`src/rtl/link_pkg.sv`:
```
package link_pkg;
    localparam int DEF_DATA_W = 16;
    localparam int DEF_SEQ_W  = 8;

    typedef enum logic [0:0] {
        LINK_STALE = 1'b0,
        LINK_FRESH = 1'b1
    } link_state_e;
endpackage

```
`src/rtl/link_cell.sv`:
```
module link_cell #(
    parameter int DATA_W = 16,
    parameter int SEQ_W  = 8
) (
    input  logic              clk,
    input  logic              rst_n,
    input  logic              wr_stb,
    input  logic [DATA_W-1:0] wr_data,
    output logic [DATA_W-1:0] cell_data,
    output logic [SEQ_W-1:0]  cell_seq,
    output logic [SEQ_W-1:0]  cell_seq_nxt
);
    localparam logic [SEQ_W-1:0] SEQ_STEP = SEQ_W'(1);

    always_comb begin
        cell_seq_nxt = wr_stb ? cell_seq + SEQ_STEP : cell_seq;
    end

    always_ff @(posedge clk) begin
        if (!rst_n) begin
            cell_data <= '0;
            cell_seq  <= '0;
        end else begin
            if (wr_stb) begin
                cell_data <= wr_data;
            end
            cell_seq <= cell_seq_nxt;
        end
    end
endmodule

```
`src/rtl/link_sampler.sv`:
```
module link_sampler #(
    parameter int DATA_W = 16,
    parameter int SEQ_W  = 8
) (
    input  logic              clk,
    input  logic              rst_n,
    input  logic              rd_stb,
    input  logic [DATA_W-1:0] cell_data,
    input  logic [SEQ_W-1:0]  cell_seq,
    output logic [DATA_W-1:0] rd_data,
    output logic [SEQ_W-1:0]  rd_seq,
    output logic [SEQ_W-1:0]  rd_seq_nxt
);
    always_comb begin
        rd_seq_nxt = rd_stb ? cell_seq : rd_seq;
    end

    always_ff @(posedge clk) begin
        if (!rst_n) begin
            rd_data <= '0;
            rd_seq  <= '0;
        end else begin
            if (rd_stb) begin
                rd_data <= cell_data;
            end
            rd_seq <= rd_seq_nxt;
        end
    end
endmodule

```
`src/rtl/link_fresh_fsm.sv`:
```
module link_fresh_fsm
    import link_pkg::*;
#(
    parameter int SEQ_W = 8
) (
    input  logic             clk,
    input  logic             rst_n,
    input  logic             wr_stb,
    input  logic             rd_stb,
    input  logic [SEQ_W-1:0] cell_seq_nxt,
    input  logic [SEQ_W-1:0] rd_seq_nxt,
    output logic             fresh
);
    link_state_e state_q, state_d;
    logic        tags_differ;

    assign tags_differ = (cell_seq_nxt != rd_seq_nxt);

    always_ff @(posedge clk) begin
        if (!rst_n) begin
            state_q <= LINK_STALE;
        end else begin
            state_q <= state_d;
        end
    end

    always_comb begin
        state_d = state_q;
        unique case (state_q)
            LINK_STALE: begin
                if (wr_stb && tags_differ) begin
                    state_d = LINK_FRESH;          // ARM or REFILL
                end
            end
            LINK_FRESH: begin
                if (!tags_differ && (rd_stb || wr_stb)) begin
                    state_d = LINK_STALE;          // CONSUME or ALIAS
                end
            end
            default: state_d = LINK_STALE;
        endcase
    end

    always_comb begin
        fresh = (state_q == LINK_FRESH);
    end
endmodule

```
`src/rtl/sampled_seq_link.sv`:
```
module sampled_seq_link
    import link_pkg::*;
#(
    parameter int DATA_W = DEF_DATA_W,
    parameter int SEQ_W  = DEF_SEQ_W
) (
    input  logic              clk,
    input  logic              rst_n,
    input  logic              wr_stb,
    input  logic [DATA_W-1:0] wr_data,
    input  logic              rd_stb,
    output logic [DATA_W-1:0] rd_data,
    output logic [SEQ_W-1:0]  rd_seq,
    output logic              fresh
);
    logic [DATA_W-1:0] cell_data;
    logic [SEQ_W-1:0]  cell_seq;
    logic [SEQ_W-1:0]  cell_seq_nxt;
    logic [SEQ_W-1:0]  rd_seq_nxt;

    link_cell #(.DATA_W(DATA_W), .SEQ_W(SEQ_W)) u_cell (
        .clk          (clk),
        .rst_n        (rst_n),
        .wr_stb       (wr_stb),
        .wr_data      (wr_data),
        .cell_data    (cell_data),
        .cell_seq     (cell_seq),
        .cell_seq_nxt (cell_seq_nxt)
    );

    link_sampler #(.DATA_W(DATA_W), .SEQ_W(SEQ_W)) u_sampler (
        .clk        (clk),
        .rst_n      (rst_n),
        .rd_stb     (rd_stb),
        .cell_data  (cell_data),
        .cell_seq   (cell_seq),
        .rd_data    (rd_data),
        .rd_seq     (rd_seq),
        .rd_seq_nxt (rd_seq_nxt)
    );

    link_fresh_fsm #(.SEQ_W(SEQ_W)) u_fsm (
        .clk          (clk),
        .rst_n        (rst_n),
        .wr_stb       (wr_stb),
        .rd_stb       (rd_stb),
        .cell_seq_nxt (cell_seq_nxt),
        .rd_seq_nxt   (rd_seq_nxt),
        .fresh        (fresh)
    );
endmodule

```
`config.mk`:
```
export PLATFORM = sky130hd
export DESIGN_NAME = sampled_seq_link
export DESIGN_NICKNAME = d
export VERILOG_FILES = /design/src/rtl/link_pkg.sv /design/src/rtl/link_cell.sv /design/src/rtl/link_sampler.sv /design/src/rtl/link_fresh_fsm.sv /design/src/rtl/sampled_seq_link.sv
export SDC_FILE = /design/constraint.sdc
export NUM_CORES = 1
export LEC_CHECK = 0
export BUFFER_PORTS_ARGS = -buffer_cell sky130_fd_sc_hd__buf_2
export CAP_MARGIN = 20
export CORE_MARGIN = 3
export CORE_UTILIZATION = 37
export DETAILED_ROUTE_END_ITERATION = 8
export PLACE_DENSITY = 0.69
export SLEW_MARGIN = 40
export SYNTH_ARGS = -nofsm -noshare
export SYNTH_HDL_FRONTEND = slang
export SYNTH_SLANG_ARGS = --single-unit
```
`constraint.sdc`:
```
create_clock -name clk -period 3.7 [get_ports clk]
set_input_delay 0.37 -clock clk [delete_from_list [all_inputs] [get_ports clk]]
set_output_delay 0.37 -clock clk [all_outputs]
set_load 0.005 [all_outputs]
```
==> reports/qor.csv <==
stage;metric;value;unit
detailed_routing;drt_iter0_markers;64;
timing;period_needed;1930;ps
worst_setup_path;reg2reg_from;u_cell.cell_seq[0];
die;initial_core_util;38.6;%
cells_and_area;antennaDiodeCount;0;
clocking;cts_sinks;49;
timing;holdWs;333;ps
placement;port_buffers;44;
logic_synthesis;ys_dominant_reg_cell;dfxtp_1;
placement;gp_congestion;0.802;
worst_setup_path;critPathArrivalTime;2090;ps
clocking;insertion_delay;290;ps
logic_synthesis;syn_avg_cell_area;10.6;um2
timing;fin_crit_sh;52.1;%
detailed_routing;drcViolationCount;0;
worst_hold_path;min_path_cells;3;
timing;rsz0062_at_grt;no;
die;die_h;82.0;um
detailed_routing;wl;3850;um
pwr;p_per_area;381;nW/um2
global_routing;antenna_found_initial;0;
worst_setup_path;critical_path.slowest_cell;or4b_1;
worst_setup_path;slowest_delay;540;ps
global_routing;grt.met1_usage;15.8;%
logic_synthesis;synth-seq-area-share;45.8;%
worst_setup_path;worstPathMaxFanout;25;
worst_hold_path;hold_path.class;in -> reg;
clocking;path_clk_slew;90;ps
detailed_routing;vias;1449;
clocking;cts_max_path_buffers;2;
cells_and_area;syn_to_final_growth;15.1;%
die;ios;45;
global_routing;grt_max_degree;50;
logic_synthesis;synth_nets;222;
die;core;5540;um2
logic_synthesis;syn_area;2140;um2
global_routing;grt_use_met2;19.1;%
logic_synthesis;ys_async_sr_fraction;0;%
worst_setup_path;cp_cell_sequence;buf_2 -> and3_4 -> nand4_4 -> or4b_1 -> o211ai_2 -> o2111ai_2;
timing;finalSetupViolations;0;
timing;setup_slack;1770;ps
placement;dp_slack;1440;ps
cells_and_area;drive_gt1_share;22.8;%
worst_setup_path;r2r_cells;6;
worst_setup_path;worstPathRequired;3870;ps
clocking;h-tree-depth;2;
clocking;post_cts_buffers;0;
global_routing;first_global_vias;1299;
cells_and_area;post-route-util;44.5;%
timing;fin_skew;5.81;ps
global_routing;track_usage;12.1;%
detailed_routing;avgViaCountPerCell;4.69;
timing;relSlewSlack;55.8;%
global_routing;grt_pass1_wl;6210;um
clocking;ctsHoldBuffers;0;
global_routing;grt_busiest_layer;met2;
global_routing;grtUsageMet3;3.62;%
worst_setup_path;startpoint_type;primary input;
logic_synthesis;synth-edff-count;0;
worst_setup_path;critPathKind;in -> reg;
detailed_routing;dr.pass1.iters;4;
die;die_w;82.0;um
detailed_routing;ant_nets;0;
timing;tns;0;ps
detailed_routing;wl_per_cell;12.5;um
logic_synthesis;syn_inst;201;
timing;tightest_slew;663;ps
cells_and_area;fin_nets;259;
worst_hold_path;min_to;u_cell.cell_data[8];
status;outcome;finished, final reports clean;
pwr;p_leak;1.09;nW
placement;hpwlAfterDp;2610;um
clocking;root_buffer;clkbuf_8;
timing;fmax;519;MHz
logic_synthesis;synth_cell_types;28;
die;rows;27;
worst_setup_path;rrSetupSlack;1790;ps
logic_synthesis;synth-seq-cells;49;
worst_setup_path;r2r_end;u_fsm.fresh;
pwr;power;0.940;mW
flow_run;max-cap-violations;0;
global_routing;grt_overflow_total;0;
clocking;cts_tree;done;
clocking;cts_buffers;5;
worst_setup_path;crit_path_end_kind;flop;
timing;hold_viol;0;
clocking;cts_resized;0;
logic_synthesis;yosysWarningCount;0;
pwr;ir_drop;0.000168;V
die;dieArea;6730;um2
timing;final-max-slew-violation-count;0;
worst_hold_path;min_from;wr_data[8];
## worst max path at each step
stage	start	endpoint	slack [ps]	cells after the start
after floorplan	u_cell.cell_seq[0]	u_fsm.fresh	1970	6
after global placement	wr_stb	u_fsm.fresh	1460	6
after detailed placement	wr_stb	u_fsm.fresh	1440	6
after CTS	u_cell.cell_seq[0]	u_fsm.fresh	1760	6
after global routing	u_cell.cell_seq[0]	u_fsm.fresh	1610	6
final	wr_stb	u_fsm.fresh	1770	6
## critical path, delay by kind of cell
kind / cells / cell delay [ps]
AOI/OAI and AO/OA: 2 / 190
buffers and inverters: 1 / 520
and+or+nand+nor: 3 / 1000
## cells in the final DEF (no fill, tap or decap), types with 3 or more instances in the layout
cell	n
xor2_1	4
mux2i_1	41
nor2b_1	41
clkbuf_8	5
and2_1	7
xnor2_1	16
buf_2	43
dfxtp_1	49
nand2_1	3
nor2_1	3
## cell type report
type | instances | area, um2
flip-flops and latches | 49 | 981
multi-input cells | 137 | 1090
clock buffers | 5 | 68.8
fillers | 570 | 3080
well taps | 72 | 90.1
clock inverters | 1 | 5.00
repair buffers | 44 | 223
inverters | 1 | 3.75
## sequential cells by signal, indices dropped and copies added (netlist names)
name,flops
u_cell.cell_data,16
u_fsm.fresh,1
u_cell.cell_seq,8
u_sampler.rd_seq,8
u_sampler.rd_data,16
## logic make-up after synthesis
| logic type | Yosys count | share of synthesized area, % |
|---|---|---|
| XOR/XNOR | 20 | 8.19 |
| AND/OR/NAND/NOR | 64 | 19.4 |
| flip-flops | 49 | 45.8 |
| buffers and inverters | 15 | 3.10 |
| multiplexers | 41 | 19.2 |
| adder cells (fa/ha/maj) | 1 | 0.585 |
| AO/OA/AOI/OAI | 11 | 3.74 |
## stage by stage
step | area (um2) | instances
2_1_floorplan | 2140 | 201
3_3_place_gp | 2390 | 303
3_5_place_dp | 2390 | 303
4_1_cts | 2460 | 309
5_1_grt | 2460 | 309
6_report | 2460 | 309
## where the power goes
part	leakage [nW]	switching, mW	internal, mW
sequential	0.400	0.0131	0.548
clock	0.0399	0.164	0.125
combinational	0.647	0.0425	0.0481
## synth_stat cells (all sizes together), types with 2 or more instances
cell type / count / area, um2
nand2: 3 / 11.3
mux2i: 41 / 410
nor2b: 41 / 257
nand4: 3 / 33.8
xor2: 4 / 35.0
nor2: 3 / 11.3
a21oi: 2 / 10.0
a21o: 2 / 15.0
xnor2: 16 / 140
o21ai: 3 / 15.0
clkbuf: 6 / 22.5
buf: 8 / 40.0
dfxtp: 49 / 981
a31oi: 2 / 12.5
and2: 7 / 43.8
## metal layers
metal / vias up / routed length [um]
li1: 744 / -
met1: 673 / 1790
met2: 27 / 1870
met3: 5 / 150
met4: 0 / 42
met5: - / 0
Power figures use the tool's default switching activity.
